===== src/rtl/kuc_pkg.sv =====
package kuc_pkg;

    localparam int unsigned DATA_W  = 32;
    localparam int unsigned N_DOM   = 2;
    localparam logic [1:0]  SZ_WORD = 2'b10;

    // Per-domain sequence state. LOCKED..HALF are locked, DEAD is a lockout.
    typedef enum logic [1:0] {
        ST_LOCKED = 2'd0,
        ST_HALF   = 2'd1,
        ST_OPEN   = 2'd2,
        ST_DEAD   = 2'd3
    } dom_state_e;

    typedef struct packed {
        dom_state_e st;
        logic       ign;
    } dom_reg_t;

    // Domain 0 is the main control group, domain 1 the option group.
    function automatic logic [DATA_W-1:0] first_key(input int d);
        return (d == 0) ? 32'h4567_0123 : 32'h0819_2A3B;
    endfunction

    function automatic logic [DATA_W-1:0] second_key(input int d);
        return (d == 0) ? 32'hCDEF_89AB : 32'h4C5D_6E7F;
    endfunction

endpackage


===== src/rtl/kuc_decode.sv =====
module kuc_decode
    import kuc_pkg::*;
#(
    parameter int unsigned ADDR_W = 4
) (
    input  logic              wr_en,
    input  logic [ADDR_W-1:0] wr_addr,
    input  logic [1:0]        wr_size,
    output logic [N_DOM-1:0]  key_wr,
    output logic [N_DOM-1:0]  ctl_wr,
    output logic              word_sz
);

    // Each domain owns two consecutive words: key, then control.
    for (genvar g = 0; g < N_DOM; g++) begin : g_dec
        localparam logic [ADDR_W-1:0] KEY_A = ADDR_W'(2 * g);
        localparam logic [ADDR_W-1:0] CTL_A = ADDR_W'(2 * g + 1);
        assign key_wr[g] = wr_en && (wr_addr == KEY_A);
        assign ctl_wr[g] = wr_en && (wr_addr == CTL_A);
    end

    assign word_sz = (wr_size == SZ_WORD);

endmodule


===== src/rtl/kuc_domain.sv =====
module kuc_domain
    import kuc_pkg::*;
#(
    parameter logic [DATA_W-1:0] FIRST_KEY  = 32'h0,
    parameter logic [DATA_W-1:0] SECOND_KEY = 32'h0,
    parameter int unsigned       LOCK_BIT   = 0
) (
    input  logic              clk,
    input  logic              rst_n,
    input  logic              key_wr,
    input  logic              ctl_wr,
    input  logic              word_sz,
    input  logic [DATA_W-1:0] wr_data,
    output logic              locked,
    output logic              lockout,
    output logic              wr_ignored
);

    dom_reg_t r_d, r_q;
    logic     key1_ok, key2_ok;

    assign key1_ok = word_sz && (wr_data == FIRST_KEY);
    assign key2_ok = word_sz && (wr_data == SECOND_KEY);

    always_comb begin
        r_d     = r_q;
        r_d.ign = 1'b0;
        unique case (r_q.st)
            ST_LOCKED: begin
                if (key_wr) r_d.st = key1_ok ? ST_HALF : ST_DEAD;
            end
            ST_HALF: begin
                if (key_wr) r_d.st = key2_ok ? ST_OPEN : ST_DEAD;
            end
            ST_OPEN: begin
                if (key_wr)
                    r_d.st = ST_DEAD;
                else if (ctl_wr && wr_data[LOCK_BIT])
                    r_d.st = ST_LOCKED;
            end
            default: r_d.st = ST_DEAD;
        endcase
        if (ctl_wr && (r_q.st != ST_OPEN)) r_d.ign = 1'b1;
    end

    always_ff @(posedge clk or negedge rst_n) begin
        if (!rst_n) begin
            r_q.st  <= ST_LOCKED;
            r_q.ign <= 1'b0;
        end else begin
            r_q <= r_d;
        end
    end

    assign locked     = (r_q.st != ST_OPEN);
    assign lockout    = (r_q.st == ST_DEAD);
    assign wr_ignored = r_q.ign;

endmodule


===== src/rtl/key_unlock_ctrl.sv =====
module key_unlock_ctrl
    import kuc_pkg::*;
#(
    parameter int unsigned ADDR_W   = 4,
    parameter int unsigned LOCK_BIT = 0
) (
    input  logic              clk,
    input  logic              rst_n,
    input  logic              wr_en,
    input  logic [ADDR_W-1:0] wr_addr,
    input  logic [31:0]       wr_data,
    input  logic [1:0]        wr_size,
    output logic              main_locked,
    output logic              opt_locked,
    output logic              main_lockout,
    output logic              opt_lockout,
    output logic              main_wr_ignored,
    output logic              opt_wr_ignored
);

    logic [N_DOM-1:0] key_wr, ctl_wr;
    logic [N_DOM-1:0] lk, lko, ign;
    logic             word_sz;

    kuc_decode #(.ADDR_W(ADDR_W)) u_dec (
        .wr_en   (wr_en),
        .wr_addr (wr_addr),
        .wr_size (wr_size),
        .key_wr  (key_wr),
        .ctl_wr  (ctl_wr),
        .word_sz (word_sz)
    );

    for (genvar g = 0; g < N_DOM; g++) begin : g_dom
        kuc_domain #(
            .FIRST_KEY  (first_key(g)),
            .SECOND_KEY (second_key(g)),
            .LOCK_BIT   (LOCK_BIT)
        ) u_dom (
            .clk        (clk),
            .rst_n      (rst_n),
            .key_wr     (key_wr[g]),
            .ctl_wr     (ctl_wr[g]),
            .word_sz    (word_sz),
            .wr_data    (wr_data),
            .locked     (lk[g]),
            .lockout    (lko[g]),
            .wr_ignored (ign[g])
        );
    end

    assign main_locked     = lk[0];
    assign opt_locked      = lk[1];
    assign main_lockout    = lko[0];
    assign opt_lockout     = lko[1];
    assign main_wr_ignored = ign[0];
    assign opt_wr_ignored  = ign[1];

endmodule


===== config.mk =====
export PLATFORM = sky130hd
export DESIGN_NAME = key_unlock_ctrl
export DESIGN_NICKNAME = d
export VERILOG_FILES = /design/src/rtl/kuc_pkg.sv /design/src/rtl/kuc_decode.sv /design/src/rtl/kuc_domain.sv /design/src/rtl/key_unlock_ctrl.sv
export SDC_FILE = /design/constraint.sdc
export NUM_CORES = 1
export LEC_CHECK = 0
export BUFFER_PORTS_ARGS = -buffer_cell sky130_fd_sc_hd__buf_2
export CORE_UTILIZATION = 32
export CTS_BUF_LIST = sky130_fd_sc_hd__clkbuf_8 sky130_fd_sc_hd__clkbuf_16
export DETAILED_ROUTE_END_ITERATION = 10
export PLACE_DENSITY_LB_ADDON = 0.12
export SYNTH_ARGS = -nofsm -noshare
export SYNTH_HDL_FRONTEND = slang
export SYNTH_SLANG_ARGS = --single-unit

===== constraint.sdc =====
create_clock -name clk -period 1.3 [get_ports clk]
set_input_delay 0.195 -clock clk [delete_from_list [all_inputs] [get_ports clk]]
set_output_delay 0.195 -clock clk [all_outputs]
set_load 0.05 [all_outputs]

==> results of run 1 <==
## logic make-up (layout without fill, tap and decap cells)
kind of cell,Yosys count,after routing,synth area share (%)
compound gates,4,4,4.40
buf+inv,1,69,0.733
flops,6,6,29.3
mux,1,1,2.93
simple gates,48,48,62.6
## worst register-to-register path: stages, from the launching register on
cell	delay, ns
dfrtp_1	0.35
and3_2	0.17
nand3_1	0.07
or4_1	0.50
mux2_4	0.26
## flip-flops by register name, indices dropped and copies added, names as in the netlist
register	count
g_dom.u_dom.r_q	4
g_dom.u_dom.wr_ignored	2
## synthesized netlist by cell type
| master | instances | area [um2] |
|---|---|---|
| a21oi_1 | 2 | 10.0 |
| a31oi_1 | 1 | 6.26 |
| and2_1 | 2 | 12.5 |
| and2b_1 | 1 | 7.51 |
| and3_1 | 2 | 12.5 |
| and3_2 | 1 | 7.51 |
| and3b_2 | 1 | 10.0 |
| and4b_1 | 2 | 20.0 |
| and4b_2 | 1 | 11.3 |
| and4bb_1 | 1 | 12.5 |
| dfrtp_1 | 6 | 150 |
| inv_1 | 1 | 3.75 |
| mux2_4 | 1 | 15.0 |
| nand2_1 | 3 | 11.3 |
| nand2b_1 | 2 | 12.5 |
| nand3_1 | 4 | 20.0 |
| nand3b_1 | 1 | 7.51 |
| nand4_1 | 4 | 25.0 |
| nor2_1 | 6 | 22.5 |
| nor2_2 | 1 | 6.26 |
| nor2b_1 | 2 | 12.5 |
| nor3_2 | 1 | 10.0 |
| nor3b_1 | 1 | 7.51 |
| nor4_1 | 6 | 37.5 |
| nor4b_1 | 2 | 17.5 |
| nor4bb_1 | 1 | 10.0 |
| o22ai_1 | 1 | 6.26 |
| or3b_1 | 1 | 8.76 |
| or4_1 | 1 | 7.51 |
| or4b_1 | 1 | 10.0 |
## how the worst max path moves through the flow
stage                                                  from                           endpoint  slack, ns  cells after the start
final                     g_dom[0].u_dom.r_q[1]$_DFFE_PN0P_  g_dom[0].u_dom.r_q[1]$_DFFE_PN0P_      -0.17                      4
after global placement                          wr_data[28]  g_dom[0].u_dom.r_q[1]$_DFFE_PN0P_      -0.26                      5
after detailed placement                         wr_data[6]  g_dom[0].u_dom.r_q[1]$_DFFE_PN0P_      -0.30                      5
after CTS                 g_dom[0].u_dom.r_q[1]$_DFFE_PN0P_  g_dom[0].u_dom.r_q[1]$_DFFE_PN0P_      -0.17                      4
after global routing      g_dom[0].u_dom.r_q[1]$_DFFE_PN0P_  g_dom[0].u_dom.r_q[1]$_DFFE_PN0P_      -0.22                      4
after floorplan           g_dom[0].u_dom.r_q[1]$_DFFE_PN0P_  g_dom[0].u_dom.r_q[1]$_DFFE_PN0P_      -0.14                      4
## routing by layer
layer  global-route usage, %  share of wire [%]  up-vias
li1                        -                  -      376
met1                    26.8                 41      367
met2                    34.4                 53       26
met3                    1.29                5.3        0
met4                    9.68                  0        0
met5                       0                  0        -
## area by class of cell
| cell class | count | share of cell area, % |
|---|---|---|
| multi-input cells | 53 | 40.1 |
| repair buffers | 65 | 38.7 |
| clock buffers | 3 | 4.06 |
| flip-flops and latches | 6 | 14.8 |
| inverters | 1 | 0.369 |
| well taps | 16 | 1.97 |
## power by group through the flow
| stage | clock network (W) | logic, W | registers (W) |
|---|---|---|---|
| 4_1_cts | 0.000282 | 0.000460 | 0.000250 |
| 3_5_place_dp | 0 | 0.000431 | 0.000250 |
| 2_1_floorplan | 0 | 0.000228 | 0.000254 |
| 3_3_place_gp | 0 | 0.000425 | 0.000251 |
| 5_1_grt | 0.000300 | 0.000542 | 0.000257 |
| 6_report | 0.000277 | 0.000511 | 0.000251 |
## what timing repair did
item,CTS,global route
pin swaps,7,3
hold buffers,1,0
hold endpoints to repair,6,0
endpoints found under the setup margin,4,7
buffers inserted,2,0
gates resized for setup,6,11
## per-stage QoR
| stage | total power [W] | utilization, % | TNS [ns] |
|---|---|---|---|
| 3_5_place_dp | 0.000681 | 59.1 | -0.459 |
| 5_1_grt | 0.00110 | 67.4 | -0.490 |
| 3_3_place_gp | 0.000676 | 59.1 | -0.376 |
| 4_1_cts | 0.000993 | 65.6 | -0.167 |
| 2_1_floorplan | 0.000482 | - | -0.138 |
| 6_report | 0.00104 | 67.4 | -0.213 |
==> results.cfg, run 1 <==
[hold_path]
hp-start = wr_addr[0]
hold-path-endpoint = g_dom[0].u_dom.wr_ignored$_DFF_PN0_
hold_depth = 3
min_path_type = in2reg

[die]
coreArea_um2 = 1510
rows = 14
ioPinCount = 47
die_width_um = 42.0
die_h_um = 42.0
die_area_um2 = 1760
initial_core_util_pct = 34.0

[layout]
fin_area_um2 = 1020
syn2layout_area_growth_pct = 98.5
layout_common_cells = buf_2 (42), buf_4 (20), nor2_1 (6), dfrtp_1 (6)
drive_gt1_share_pct = 62.5
antenna_cells = 0
regArea_um2 = 150
multi_input_area_um2 = 408
final_nets = 171
final_common_cell = buf_2
final_cells = 144
fillers = 137

[run_status]
status = finished with violations
violations = negative setup slack

[synthesis]
synth_cells = 60
synth_area_um2 = 512
yosysSeqAreaShare_pct = 29.3
synth_cell_types = 30
ys_warn_count = 0
ys_seq_elements = 6
synth_nets = 101
syn_area_per_cell_um2 = 8.53

[critical_path]
crit_required_ns = 1.40
crit_slowest_cell = or4_1
crit_chain = and3_2 > nand3_1 > or4_1 > mux2_4
slowest_delay_ns = 0.50
startpoint_type = flop
cpLargestDelayFamily = simple AND/OR/NAND/NOR gates
critPathKind = reg2reg
crit_arrival_ns = 1.57
critPathBufInv = 0
crit_fanout = 2
reg2regPathDepth = 4
cp-end-kind = flop
regToRegSetupSlack_ns = -0.17
r2r_start = g_dom[0].u_dom.r_q[1]$_DFFE_PN0P_
r2r_end = g_dom[0].u_dom.r_q[1]$_DFFE_PN0P_

[placement]
routabilityCongestion = 0.763
place_ws_ns = -0.304
port_buffers = 46
place.detailed.hpwl_um = 1330
dp_cells = 139
placed_area_um2 = 890

[global_route]
grt_pass1_vias = 715
grt_usage_pct = 20.5
grt_pass1_wl_um = 2790
grt-ovfl-total = 0
antenna_found_initial = 0
grt_max_degree = 7

[drt]
antenna_left = 0
drt_iter0_markers = 24
drt-total-wl_um = 1750
num_vias = 769
via_per_inst = 5.34
drc = 0
wl_per_cell_um = 12.1
dr.pass1.iters = 4

[power]
p_sw_w = 0.000375
p_sw_share_pct = 36.0
power_frac_comb_pct = 49.2
leakagePower_nw = 0.518
ir_drop_mv = 0.748
power_frac_seq_pct = 24.1
pwr-share-clk_pct = 26.7
powerDensity_nw_per_um2 = 1020
p_int_w = 0.000665

[timing]
finalCritPeriodShare_pct = 113
rsz0062_at_grt = true
period_minus_slack_ns = 1.47
finalHoldViolCount = 0
whs_ns = 0.230
slew_violations = 0
tightest_slew_ns = 0.383
setup_viol = 2
skew_ns = 0.00216
slew_headroom_pct = 74.1
fmax_mhz = 681
worst_slack_ns = -0.168

[clock_tree]
clock_latency_ns = 0.22
cts-root-buf = clkbuf_8
clkSinkCount = 6
max-clock-path-buffers = 2
clk_pin_slew_ns = 0.04
cts_buffers = 3
cts_tree = built
cts-htree-levels = 1

[run]
drv_cap = 0
(Power assumes the default switching activity.)
==> run 2, diff against run 1 <==
RECOVER_POWER = 50   (was unset)
==> results.cfg, run 2 (synthesis gave the netlist of run 1 again) <==
[hold_path]
min_path_type = in2reg
hold-path-endpoint = g_dom[0].u_dom.wr_ignored$_DFF_PN0_
hp-start = wr_addr[0]
hold_depth = 3

[run]
drv_cap = 0

[clock_tree]
cts-htree-levels = 1
max-clock-path-buffers = 2
cts_tree = built
cts_buffers = 3
clkSinkCount = 6
clock_latency_ns = 0.22
cts-root-buf = clkbuf_8
clk_pin_slew_ns = 0.04

[timing]
slew_headroom_pct = 74.1
rsz0062_at_grt = true
skew_ns = 0.00216
slew_violations = 0
setup_viol = 2
fmax_mhz = 682
finalHoldViolCount = 0
finalCritPeriodShare_pct = 113
period_minus_slack_ns = 1.47
tightest_slew_ns = 0.383
whs_ns = 0.230
worst_slack_ns = -0.166

[drt]
drt-total-wl_um = 1750
drc = 0
wl_per_cell_um = 12.2
via_per_inst = 5.33
dr.pass1.iters = 4
num_vias = 767
antenna_left = 0
drt_iter0_markers = 24

[layout]
drive_gt1_share_pct = 61.7
fillers = 138
largest_reg_flops = 4
layout_common_cells = buf_2 (41), buf_4 (20), nor2_1 (6), dfrtp_1 (6)
finalCoreUtilization_pct = 67.4
top_register = g_dom.u_dom.r_q
final_common_cell = buf_2
syn2layout_area_growth_pct = 98.3
antenna_cells = 0
fin_area_um2 = 1010
final_nets = 171

[run_status]
status = finished with violations
violations = negative setup slack

[power]
powerDensity_nw_per_um2 = 1020
leakagePower_nw = 0.516
ir_drop_mv = 0.748

[global_route]
grt_usage_pct = 20.5
antenna_found_initial = 0
grt-ovfl-total = 0
grt_pass1_vias = 715
grt_pass1_wl_um = 2790
grt_max_degree = 7

[critical_path]
crit_fanout = 2
slowest_delay_ns = 0.50
r2r_start = g_dom[0].u_dom.r_q[1]$_DFFE_PN0P_
reg2regPathDepth = 4
r2r_end = g_dom[0].u_dom.r_q[1]$_DFFE_PN0P_
cp-end-kind = flop
startpoint_type = flop
crit_slowest_cell = or4_1
crit_chain = and3_2 > nand3_1 > or4_1 > mux2_4
regToRegSetupSlack_ns = -0.17
crit_arrival_ns = 1.57
crit_required_ns = 1.40
critPathKind = reg2reg

[die]
die_width_um = 42.0
rows = 14
initial_core_util_pct = 34.0
coreArea_um2 = 1510
die_h_um = 42.0
die_area_um2 = 1760
ioPinCount = 47

[placement]
routabilityCongestion = 0.763
place.detailed.hpwl_um = 1330
placed_area_um2 = 890
port_buffers = 46
run 2: how the worst max path moves through the flow:
| stage | cells past startpoint | slack (ns) | to | startpoint |
|---|---|---|---|---|
| floorplan | 4 | -0.14 | g_dom[0].u_dom.r_q[1]$_DFFE_PN0P_ | g_dom[0].u_dom.r_q[1]$_DFFE_PN0P_ |
| global placement | 5 | -0.26 | g_dom[0].u_dom.r_q[1]$_DFFE_PN0P_ | wr_data[28] |
| detailed placement | 5 | -0.30 | g_dom[0].u_dom.r_q[1]$_DFFE_PN0P_ | wr_data[6] |
| CTS | 4 | -0.17 | g_dom[0].u_dom.r_q[1]$_DFFE_PN0P_ | g_dom[0].u_dom.r_q[1]$_DFFE_PN0P_ |
| global route | 4 | -0.22 | g_dom[0].u_dom.r_q[1]$_DFFE_PN0P_ | g_dom[0].u_dom.r_q[1]$_DFFE_PN0P_ |
| finish | 4 | -0.17 | g_dom[0].u_dom.r_q[1]$_DFFE_PN0P_ | g_dom[0].u_dom.r_q[1]$_DFFE_PN0P_ |
run 2: per-layer routing:
layer | track usage (%) | routed length, um | up-vias
met2 | 34.4 | 932 | 26
met3 | 1.29 | 92 | 0
met5 | 0 | 0 | -
li1 | - | - | 376
met4 | 9.68 | 0 | 0
met1 | 26.8 | 726 | 365
run 2: final cells by class:
class                      count  area (um2)  area share, %
inverter                       1        3.75          0.370
sequential                     6         150           14.8
clock buffer                   3        41.3           4.07
timing repair buffer          65         392           38.6
multi-input combinational     53         408           40.2
tap                           16        20.0           1.97
run 2: timing repair:
action                     4_1_cts  5_1_grt
hold buffers                     1        0
hold endpoints to repair         6        0
pin swaps                        7        3
setup endpoints to repair        4        7
gates resized for setup          6       11
buffers inserted                 2        0
run 2: critical path, delay by kind of cell, from the launching register on:
family	cells	cell delay (ns)
flip-flops	1	0.35
multiplexers	1	0.26
AND/OR/NAND/NOR	3	0.74
run 2: where the power goes:
group	switching, W	leakage [nW]	internal, W
combinational	0.000269	0.422	0.000242
sequential	0.0000270	0.0716	0.000224
clock	0.0000783	0.0216	0.000199
total	0.000375	0.516	0.000664
run 2: stage by stage:
stage	cells	setup slack (ns)	total power, W	setup TNS (ns)
after floorplan	60	-0.138	0.000482	-0.138
after global placement	139	-0.256	0.000676	-0.376
after detailed placement	139	-0.304	0.000681	-0.459
after CTS	145	-0.167	0.000993	-0.167
after global routing	144	-0.218	0.00110	-0.490
final	144	-0.166	0.00104	-0.210
